===== src/rtl/flash_cmd_regs.sv =====
module flash_cmd_regs #(
  parameter int          AW       = 4,
  parameter logic [15:0] CFG1_RST = 16'h40C0,
  parameter logic [15:0] INT_COLD = 16'h8080,
  parameter logic [15:0] INT_WARM = 16'h8010
) (
  input  logic          clk,
  input  logic          rst_n,
  input  logic          reg_we,
  input  logic [AW-1:0] reg_addr,
  input  logic [15:0]   reg_wdata,
  output logic [15:0]   reg_rdata,
  input  logic          done_valid,
  input  logic [1:0]    done_kind,
  input  logic          done_err,
  output logic          cmd_start,
  output logic [15:0]   cmd_code,
  output logic [3:0]    buf_addr,
  output logic [2:0]    sec_count,
  output logic          irq,
  output logic          rdy
);
  localparam logic [AW-1:0] A_CMD  = AW'(0);
  localparam logic [AW-1:0] A_CFG1 = AW'(1);
  localparam logic [AW-1:0] A_CFG2 = AW'(2);
  localparam logic [AW-1:0] A_STAT = AW'(3);
  localparam logic [AW-1:0] A_INT  = AW'(4);
  localparam logic [AW-1:0] A_BUF  = AW'(5);

  logic [15:0] int_q, int_n, cfg2_q, cmd_q;
  logic [15:5] cfg1_q;
  logic [3:0]  err_q, err_n, buf_q;
  logic [1:0]  cnt_q;
  logic        busy_q, start_q, rdy_q;
  logic        wr_cmd, accept, is_rst, is_exec, is_bad, done_ok, known;

  assign known   = reg_wdata inside {16'h0000, 16'h0013, 16'h0080, 16'h001A, 16'h001B,
                                     16'h0023, 16'h0027, 16'h002A, 16'h002C, 16'h0030,
                                     16'h0065, 16'h0071, 16'h0094, 16'h0095, 16'h00B0};
  assign wr_cmd  = reg_we && reg_addr == A_CMD;
  assign accept  = wr_cmd && !int_q[15] && !busy_q;
  assign is_rst  = accept && (reg_wdata == 16'h00F0 || reg_wdata == 16'h00F3);
  assign is_exec = accept && known;
  assign is_bad  = accept && !known && !is_rst;
  assign done_ok = done_valid && busy_q;

  always_comb begin
    int_n = int_q;
    err_n = err_q;
    if (reg_we && reg_addr == A_INT) begin
      int_n = int_q & reg_wdata;
      if (!int_n[15]) err_n = 4'b0;
    end
    if (is_bad) begin
      int_n[15] = 1'b1;
      err_n[0]  = 1'b1;
    end
    if (done_ok) begin
      int_n[15] = 1'b1;
      case (done_kind)
        2'd0:    int_n[5] = 1'b1;
        2'd1:    int_n[6] = 1'b1;
        2'd2:    int_n[7] = 1'b1;
        default: ;
      endcase
      if (done_err) begin
        err_n[0] = 1'b1;
        case (done_kind)
          2'd0:    err_n[1] = 1'b1;
          2'd1:    err_n[2] = 1'b1;
          2'd2:    err_n[3] = 1'b1;
          default: ;
        endcase
      end
    end
  end

  always_ff @(posedge clk or negedge rst_n) begin
    if (!rst_n) begin
      int_q   <= INT_COLD;
      cfg1_q  <= CFG1_RST[15:5];
      cfg2_q  <= '0;
      err_q   <= '0;
      cmd_q   <= '0;
      buf_q   <= '0;
      cnt_q   <= 2'd1;
      busy_q  <= 1'b0;
      start_q <= 1'b0;
      rdy_q   <= 1'b1;
    end else begin
      start_q <= is_exec;
      if (is_rst) begin
        int_q  <= INT_WARM;
        cfg1_q <= CFG1_RST[15:5];
        cfg2_q <= '0;
        err_q  <= '0;
        cmd_q  <= '0;
        buf_q  <= '0;
        cnt_q  <= 2'd1;
        busy_q <= 1'b0;
        rdy_q  <= 1'b1;
      end else begin
        int_q <= int_n;
        err_q <= err_n;
        if (accept) cmd_q <= reg_wdata;
        if (is_exec) busy_q <= 1'b1;
        else if (done_ok) busy_q <= 1'b0;
        if (reg_we && reg_addr == A_CFG1) begin
          cfg1_q <= reg_wdata[15:5];
          rdy_q  <= reg_wdata[7];
        end
        if (reg_we && reg_addr == A_CFG2) cfg2_q <= reg_wdata;
        if (reg_we && reg_addr == A_BUF) begin
          buf_q <= reg_wdata[11:8];
          cnt_q <= reg_wdata[1:0];
        end
      end
    end
  end

  always_comb begin
    case (reg_addr)
      A_CMD:   reg_rdata = cmd_q;
      A_CFG1:  reg_rdata = {cfg1_q, 5'b0};
      A_CFG2:  reg_rdata = cfg2_q;
      A_STAT:  reg_rdata = {2'b0, err_q[3], err_q[2], err_q[1], err_q[0], 10'b0};
      A_INT:   reg_rdata = int_q;
      A_BUF:   reg_rdata = {4'b0, buf_q, 6'b0, cnt_q};
      default: reg_rdata = 16'h0000;
    endcase
  end

  assign cmd_start = start_q;
  assign cmd_code  = cmd_q;
  assign buf_addr  = buf_q;
  assign sec_count = (cnt_q == 2'd0) ? 3'd4 : {1'b0, cnt_q};
  assign irq       = int_q[15] ^ ~cfg1_q[6];
  assign rdy       = rdy_q;
endmodule


===== config.mk =====
export PLATFORM = sky130hd
export DESIGN_NAME = flash_cmd_regs
export DESIGN_NICKNAME = d
export VERILOG_FILES = /design/src/rtl/flash_cmd_regs.sv
export SDC_FILE = /design/constraint.sdc
export NUM_CORES = 1
export LEC_CHECK = 0
export ABC_AREA = 0
export BUFFER_PORTS_ARGS = -buffer_cell sky130_fd_sc_hd__buf_2
export CELL_PAD_IN_SITES_DETAIL_PLACEMENT = 1
export CELL_PAD_IN_SITES_GLOBAL_PLACEMENT = 1
export CORE_ASPECT_RATIO = 1.1
export CORE_MARGIN = 2
export CORE_UTILIZATION = 35
export CTS_BUF_LIST = sky130_fd_sc_hd__clkbuf_8 sky130_fd_sc_hd__clkbuf_16
export CTS_CLUSTER_SIZE = 14
export DETAILED_ROUTE_END_ITERATION = 8
export PLACE_DENSITY = 0.78
export SYNTH_ARGS = -nofsm -noshare
export SYNTH_HDL_FRONTEND = slang
export SYNTH_SLANG_ARGS = --single-unit
export TNS_END_PERCENT = 20

===== constraint.sdc =====
create_clock -name clk -period 3.8 [get_ports clk]
set_input_delay 0 -clock clk [delete_from_list [all_inputs] [get_ports clk]]
set_output_delay 0 -clock clk [all_outputs]
set_load 0.01 [all_outputs]

==> results of run 1 <==
critical path: cells and delay by family:
kind / cells / cell delay, ns
AOI/OAI and AO/OA: 2 / 0.44
buffers and inverters: 2 / 0.72
and+or+nand+nor: 3 / 1.46
layout by cell type, fill, tap and decap left out, types with 3 or more instances in the layout:
master,count
a21oi_1,13
a222oi_1,11
a22oi_1,10
buf_2,68
buf_4,8
clkbuf_8,12
dfrtp_1,65
dfstp_2,6
dlygate4sd3_1,22
inv_1,13
mux2_2,9
mux2i_1,3
nand2_1,72
nand3_1,22
nand4_1,4
nor2_1,31
nor3_1,3
nor3b_1,3
nor4_1,3
nor4b_2,3
o21ai_0,27
o21ai_1,16
xnor2_1,3
stage by stage:
stage	worst slack (ns)	cells	hold WS (ns)
after CTS	1.42	580	0.149
after global routing	1.25	580	0.212
after global placement	1.65	542	0.196
after floorplan	2.27	375	-0.296
final	1.40	580	0.181
after detailed placement	1.58	542	0.193
state kept, by name, summed over array words and instances (netlist names):
register	cells
err_q	4
busy_q	1
cfg1_q	10
cmd_start	1
cmd_code	16
rdy	1
cnt_q	2
cfg2_q	16
buf_addr	4
int_q	16
worst paths after layout:
kind                                          start  depth (start not counted)                        to  slack [ns]
min in group asynchronous                     rst_n                          2      int_q[1]$_DFFE_PN0P_        0.32
setup / recovery                       reg_wdata[2]                          7        err_q[0]$_DFF_PN0_        1.40
setup reg to reg              int_q[15]$_DFFE_PN1P_                          4        err_q[0]$_DFF_PN0_        1.69
hold reg to reg            cmd_code[10]$_DFFE_PN0P_                          2  cmd_code[10]$_DFFE_PN0P_        0.50
hold / removal                               reg_we                          4        err_q[2]$_DFF_PN0_        0.18
max in group asynchronous                     rst_n                          3    cfg1_q[14]$_DFFE_PN1P_        2.48
kinds of logic after synthesis:
group | count (synthesis) | synth area share, %
AO/OA/AOI/OAI | 92 | 17.1
XOR/XNOR | 3 | 0.762
buffers and inverters | 40 | 4.64
flip-flops | 71 | 51.7
multiplexers | 12 | 3.81
AND/OR/NAND/NOR | 157 | 22.0
routing by layer:
layer / vias to the layer above / share of wire [%]
li1: 1485 / -
met4: 0 / 1.6
met2: 111 / 50
met1: 1632 / 43
met3: 15 / 5.4
met5: - / 0
power breakdown:
| group | total, mW | switching [mW] | internal (mW) |
|---|---|---|---|
| combinational | 0.404 | 0.221 | 0.183 |
| clock | 0.635 | 0.282 | 0.353 |
| sequential | 0.993 | 0.0965 | 0.896 |
final cells by class:
| class | count | area, um^2 |
|---|---|---|
| fillers | 1155 | 5430 |
| flip-flops and latches | 71 | 1780 |
| multi-input cells | 264 | 1510 |
| repair buffers | 98 | 621 |
| clock buffers | 12 | 165 |
| well taps | 120 | 150 |
| clock inverters | 4 | 45.0 |
| inverters | 11 | 41.3 |
repair_timing:
action,CTS,global route
endpoints found under the hold margin,75,0
resized for setup,0,0
setup endpoints to repair,0,0
hold buffers,22,0
==> flow_summary.toml, run 1 <==
[detailed_routing]
wl_um = 11200
viasPerCell = 5.59
drt_pass1_iterations = 5
wire_per_inst_um = 19.3
drtIter0Drc = 152
drc = 0
via_count = 3243
ant_nets = 0

[pwr]
irDropWorstVdd_mv = 0.226
power_mw = 2.03
power_density_nw_per_um2 = 470
leakagePower_nw = 2.13

[clock_network]
clock_sinks = 71
cts_setup_buffers = 0
cts.clk_slew.worst_paths_ns = 0.07
clockBufferDepth = 2
cts_buffers = 9
htree_num_levels = 3
clkLatencyLatePin_ns = 0.35
cts_root_buffer = "clkbuf_8"
cts_tree = "built"

[die]
row_count = 38
initial_utilization_pct = 35.4
fp.dieH_um = 108
fp.coreArea_um2 = 9750
die_w_um = 98.7
dieArea_um2 = 10700
ios = 69

[global_route]
antenna_found_initial = 0
met3_usage_pct = 3.56
grt_pass1_vias = 3483
met1_usage_pct = 28.6
use_met2_pct = 37.0
grt-busiest-layer = "met2"
grt_usage_pct = 21.9
grt_max_degree = 42
grt_pass1_wl_um = 18200
grt_overflow = 0

[synthesis]
synth-async-reset-ratio_pct = 100
synth_warnings = 0
ys_top_cells_by_count = "72 x nand2_1, 65 x dfrtp_1, 31 x nor2_1"
yosysMostFrequentCell = "nand2_1"
syn-instance-count = 375
synth-edff-count = 0
seq_area_frac_synth_pct = 51.7
yosysTopAreaCellShare_pct = 47.1
synth_nets = 402
ys_ff_latch = 71
synth_top_area_cell = "dfrtp_1"
synth_area_um2 = 3450
syn_avg_cell_area_um2 = 9.20
yosysUniqueCellTypes = 49
synth_area_leaders = "dfrtp_1 47%, nand2_1 7.8%, dfstp_2 4.6%"
synth_flop_cell = "dfrtp_1"

[sta]
worst_slew_pin_slew_ns = 1.13
period_needed_ns = 2.40
setup_violations = 0
fmaxAchievable_ghz = 0.417
rsz0062_at_grt = "false"
fin_skew_ns = 0.00898
tns_ns = 0
drv_slew = 0
hold_violations = 0
period_share_pct = 63.1
slew_headroom_pct = 24.9

[critical_path]
cp-start-kind = "input port"
crit_fanout = 32
slowest_stage = "or3_1"
crit_required_ns = 4.03
arrival_ns = 2.63
end_kind = "flip-flop"
slowest_delay_ns = 0.85
critical_path_class = "input port to flip-flop"
path_cells = "dlygate4sd3_1 -> buf_2 -> nor4bb_1 -> nand4_1 -> or3_1 -> a21boi_0 -> a21boi_1"

[placement]
gp_congestion = 0.817
place_area_um2 = 3890
numPortBuffers = 68
dp_hpwl_um = 7290

[status]
status = "complete, no violations"

[finish]
nets = 482
final_util_pct = 44.3
diodes = 0
area_growth_pct = 25.2
drive_gt1_share_pct = 24.3
postLayoutCellArea_um2 = 4320

[job]
maxCapViolCount = 0

[hold_path]
hp-class = "input port to flip-flop"
Power figures use the tool's default switching activity.
==> run 2: changes to the inputs <==
--- a/config.mk
+++ b/config.mk
@@ -15,7 +15,7 @@
 export CTS_BUF_LIST = sky130_fd_sc_hd__clkbuf_8 sky130_fd_sc_hd__clkbuf_16
 export CTS_CLUSTER_SIZE = 14
 export DETAILED_ROUTE_END_ITERATION = 8
-export PLACE_DENSITY = 0.78
+export PLACE_DENSITY = 0.81
 export SYNTH_ARGS = -nofsm -noshare
 export SYNTH_HDL_FRONTEND = slang
 export SYNTH_SLANG_ARGS = --single-unit
==> constraint.sdc (replaced) <==
create_clock -name clk -period 2.05 [get_ports clk]
set_input_delay 0 -clock clk [delete_from_list [all_inputs] [get_ports clk]]
set_output_delay 0 -clock clk [all_outputs]
set_load 0.01 [all_outputs]
==> run 2 against run 1 <==
- non-clock buffer count is 11 higher
- critical path type unchanged
- critical endpoint is now cfg2_q[8]$_DFFE_PN0P_
- count of clock-buffer cells in the layout decreased by 3
- sequential share of layout area down 0.82 points
- core utilization increased by 0.90 points
- combinational power grew 89%
- first-iteration DRC count is 5.9% higher
- power rose by 85%
- final area up 2.0%
- sequential cell count stayed put
- cell count grew 1.9%
==> flow_summary.toml, run 2 (synthesized netlist as in run 1, its figures left out) <==
[clock_network]
clkLatencyLatePin_ns = 0.37
clockBufferDepth = 2
cts_tree = "built"
cts_buffers = 9
cts.clk_slew.worst_paths_ns = 0.08
htree_num_levels = 3
cts_root_buffer = "clkbuf_8"
clock_sinks = 71

[die]
ios = 69
row_count = 38
die_w_um = 98.7
fp.coreArea_um2 = 9750
fp.dieH_um = 108
dieArea_um2 = 10700
initial_utilization_pct = 35.4

[critical_path]
critical_path_class = "input port to flip-flop"
r2r-end = "int_q[7]$_DFF_PN1_"
arrival_ns = 2.16
cp-start-kind = "input port"
r2r_slack_ns = 0.35
crit_required_ns = 2.27
r2r-start = "int_q[15]$_DFFE_PN1P_"
reg2regPathDepth = 5
crit_fanout = 24
end_kind = "flip-flop"

[detailed_routing]
drc = 0
ant_nets = 0
wire_per_inst_um = 19.5
via_count = 3301
viasPerCell = 5.59
drt_pass1_iterations = 4
drtIter0Drc = 161
wl_um = 11600

[pwr]
power_density_nw_per_um2 = 855
irDropWorstVdd_mv = 0.388
leakagePower_nw = 2.18

[global_route]
grt_pass1_vias = 3580
grt_usage_pct = 22.6
grt_pass1_wl_um = 18700
antenna_found_initial = 0
grt_overflow = 0
grt_max_degree = 72

[hold_path]
hp-class = "input port to flip-flop"
hp-start = "reg_we"
min_path_cells = 4
whs_endpoint = "err_q[2]$_DFF_PN0_"

[finish]
drive_gt1_share_pct = 26.5
ff_latch_area_um2 = 1780
nets = 493
diodes = 0
final_common_cell = "nand2_1"
multiInputGateArea_um2 = 1520
area_growth_pct = 27.7
layout_common_cells = "72 x nand2_1, 68 x buf_2, 65 x dfrtp_1, 31 x nor2_1, 27 x o21ai_0"
fillers = 1137

[sta]
drv_slew = 0
slew_headroom_pct = 49.2
holdWs_ns = 0.175
hold_violations = 0
period_needed_ns = 1.94
finalWorstSetupSlack_ns = 0.112
setup_violations = 0
tns_ns = 0
period_share_pct = 94.6
fmaxAchievable_ghz = 0.516
fin_skew_ns = 0.0110
worst_slew_pin_slew_ns = 0.760

[placement]
pre_cts_ws_ns = 0.263
numPortBuffers = 68
dp_hpwl_um = 7680
gp_congestion = 0.783

[job]
maxCapViolCount = 0

[status]
status = "complete, no violations"
[run 2: worst max-delay path by stage]
| stage | slack, ns | depth (start not counted) | endpoint | from |
|---|---|---|---|---|
| final | 0.11 | 8 | cfg2_q[8]$_DFFE_PN0P_ | reg_wdata[2] |
| after global routing | -0.07 | 8 | cfg2_q[8]$_DFFE_PN0P_ | reg_wdata[2] |
| after CTS | 0.11 | 8 | cfg2_q[8]$_DFFE_PN0P_ | reg_wdata[13] |
| after detailed placement | 0.26 | 7 | buf_addr[0]$_DFFE_PN0P_ | reg_wdata[13] |
| after global placement | 0.29 | 7 | cfg2_q[9]$_DFFE_PN0P_ | reg_wdata[13] |
| after floorplan | 0.52 | 8 | buf_addr[3]$_DFFE_PN0P_ | reg_wdata[2] |
[run 2: layer usage]
layer | vias up | track usage (%) | wire [um]
li1 | 1512 | - | -
met1 | 1672 | 29.1 | 4890
met2 | 101 | 38.4 | 5820
met3 | 16 | 4.91 | 661
met4 | 0 | 6.75 | 182
met5 | - | 0 | 0
[run 2: final cells by class]
class / instances / area share, %
sequential: 71 / 40.5
multi-input combinational: 264 / 34.5
timing repair buffer: 109 / 16.2
tap: 120 / 3.41
clock buffer: 9 / 2.81
clock inverter: 7 / 1.65
inverter: 11 / 0.937
[run 2: power by group]
group          switching, mW  leakage [nW]  internal (mW)
sequential             0.181         0.914           1.66
combinational          0.417          1.16          0.348
clock                  0.596         0.101          0.566
[run 2: stage by stage]
step / cell area [um^2] / std cells / utilization, % / power, mW
2_1_floorplan: 3450 / 375 / - / 2.23
3_3_place_gp: 3970 / 551 / 40.7 / 2.55
3_5_place_dp: 3970 / 551 / 40.7 / 2.61
4_1_cts: 4390 / 589 / 45.0 / 3.79
5_1_grt: 4410 / 591 / 45.2 / 3.97
6_report: 4410 / 591 / 45.2 / 3.77
[run 2: timing repair]
item,CTS,global route
resized for setup,0,1
setup buffers,0,2
hold buffers,22,0
hold endpoints to repair,114,0
endpoints found under the setup margin,0,13
[run 2: worst max-delay path, stage by stage]
cell and delay, ns:
dlygate4sd3_1 0.53, buf_2 0.18, nor4bb_2 0.36, nand4_1 0.19, or3_1 0.42, buf_4 0.25, nand3_1 0.12, o21ai_1 0.09
==> run 3: changes to the inputs <==
==> constraint.sdc (replaced) <==
create_clock -name clk -period 2.05 [get_ports clk]
set_input_delay 0 -clock clk [delete_from_list [all_inputs] [get_ports clk]]
set_output_delay 0 -clock clk [all_outputs]
set_load 0.02 [all_outputs]
==> run 3 against run 2 <==
- combinational power up 17%
- critical path type unchanged
- non-clock buffer count grew 6
- final area increased by 2.0%
- die area is the same
- wire length is 3.0% higher
- power rose by 9.7%
==> flow_summary.toml, run 3 (synthesized netlist as in run 1, its figures left out) <==
[status]
status = "complete, no violations"

[die]
ios = 69
fp.dieH_um = 108
row_count = 38
dieArea_um2 = 10700
initial_utilization_pct = 35.4
die_w_um = 98.7
fp.coreArea_um2 = 9750

[sta]
fmaxAchievable_ghz = 0.513
hold_violations = 0
period_needed_ns = 1.95
period_share_pct = 95.1
rsz0062_at_grt = "false"
tns_ns = 0
setup_violations = 0
fin_skew_ns = 0.0114
drv_slew = 0
slew_headroom_pct = 59.4
worst_slew_pin_slew_ns = 0.608

[global_route]
grt_max_degree = 40
grt_overflow = 0
grt_usage_pct = 23.3
grt_pass1_vias = 3489
grt_pass1_wl_um = 19200
antenna_found_initial = 0

[finish]
diodes = 0
layout_common_cells = "72 x nand2_1, 68 x buf_2, 65 x dfrtp_1, 31 x nor2_1, 27 x o21ai_0"
nets = 499
fillers = 1123
stdcell_count = 597
final_common_cell = "nand2_1"
drive_gt1_share_pct = 27.7
area_growth_pct = 30.3

[detailed_routing]
ant_nets = 0
wire_per_inst_um = 19.9
via_count = 3319
drtIter0Drc = 270
drc = 0
viasPerCell = 5.56
wl_um = 11900
drt_pass1_iterations = 5

[pwr]
irDropWorstVdd_mv = 0.416
netSwitchingFraction_pct = 31.1
pwr-share-comb_pct = 21.5
p_int_mw = 2.85
clkPwrFrac_pct = 33.8
power.switching_mw = 1.28
power_density_nw_per_um2 = 920
leakagePower_nw = 2.23
pwr-share-seq_pct = 44.7

[clock_network]
cts.clk_slew.worst_paths_ns = 0.09
cts_buffers = 9
clkLatencyLatePin_ns = 0.36
cts_root_buffer = "clkbuf_8"
clockBufferDepth = 2
htree_num_levels = 3
clock_sinks = 71
cts_tree = "built"

[critical_path]
arrival_ns = 2.16
cp.buffers_inverters = 3
critical_path_class = "input port to flip-flop"
crit_required_ns = 2.26
critical_path.top_delay_family = "simple AND/OR/NAND/NOR gates"
path_cells = "dlygate4sd3_1 -> buf_2 -> nor4bb_4 -> nand4_1 -> or3_1 -> buf_4 -> nand3_1 -> o21ai_1"
cp-start-kind = "input port"
crit_fanout = 12
slowest_delay_ns = 0.53
slowest_stage = "dlygate4sd3_1"
end_kind = "flip-flop"

[placement]
numPortBuffers = 68
dp_cells = 558
dp_hpwl_um = 7880
gp_congestion = 0.830

[job]
maxCapViolCount = 0

[hold_path]
hp-class = "input port to flip-flop"
[run 3: cell count changes in the layout (fill, tap and decap cells not counted)]
cell / delta
buf_12: -1
buf_4: +7
bufinv_16: +2
clkbuf_8: +1
clkinv_2: +1
clkinv_4: -1
inv_1: -1
inv_6: -2
nor4bb_2: -1
nor4bb_4: +1
[run 3: what timing repair did]
action / 4_1_cts / 5_1_grt
endpoints found under the hold margin: 116 / 0
hold buffers: 22 / 0
setup endpoints to repair: 0 / 4
setup buffers: 0 / 1
gates resized for setup: 0 / 2
[run 3: worst register-to-register path, delay by kind of cell (launching register included)]
family,cells,cell delay (ns)
compound gates,1,0.14
buf+inv,1,0.21
flops,1,0.41
simple gates,3,0.77
[run 3: final cells by class]
type	instances	area [um^2]	share of cell area [%]
Clock buffer	10	138	3.06
Clock inverter	6	108	2.39
Timing Repair Buffer	115	748	16.6
Inverter	11	41.3	0.918
Multi-Input combinational cell	264	1530	34.0
Tap cell	120	150	3.34
Sequential cell	71	1780	39.7
[run 3: path summary, 6_finish.rpt]
path,cells past startpoint,slack [ns],end,from
max,8,0.10,cfg1_q[10]$_DFFE_PN0P_,reg_wdata[5]
min,4,0.09,int_q[0]$_DFFE_PN0P_,reg_we
max reg2reg,5,0.36,cfg1_q[10]$_DFFE_PN0P_,int_q[15]$_DFFE_PN1P_
min reg2reg,2,0.51,int_q[7]$_DFF_PN1_,int_q[7]$_DFF_PN1_
max in group asynchronous,3,1.42,cfg1_q[14]$_DFFE_PN1P_,rst_n
min in group asynchronous,3,0.21,cnt_q[1]$_DFFE_PN0P_,rst_n
[run 3: per-stage QoR]
step / total power [mW] / hold WS [ns] / util (%) / cell area (um^2) / setup WS, ns
floorplan: 2.35 / -0.296 / - / 3450 / 0.520
global placement: 2.68 / 0.0698 / 41.1 / 4010 / 0.303
detailed placement: 2.72 / 0.0673 / 41.1 / 4010 / 0.260
CTS: 4.17 / 0.0702 / 45.9 / 4470 / 0.0473
global route: 4.35 / 0.120 / 46.1 / 4500 / 0.0239
finish: 4.13 / 0.0906 / 46.1 / 4500 / 0.101
[run 3: layer usage]
| layer | routed length (um) | vias to the layer above | share of wire (%) | GRT usage (%) |
|---|---|---|---|---|
| li1 | - | 1520 | - | - |
| met1 | 5000 | 1672 | 42 | 30.1 |
| met2 | 5940 | 103 | 50 | 39.1 |
| met3 | 719 | 24 | 6.0 | 5.04 |
| met4 | 248 | 0 | 2.1 | 7.83 |
| met5 | 0 | - | 0 | 0 |
[run 3: power by group through the flow]
stage / clock network (mW) / logic (mW) / registers [mW]
floorplan: 0 / 0.398 / 1.95
finish: 1.40 / 0.891 / 1.85
detailed placement: 0 / 0.855 / 1.87
global route: 1.49 / 0.984 / 1.88
global placement: 0 / 0.825 / 1.85
CTS: 1.43 / 0.897 / 1.85
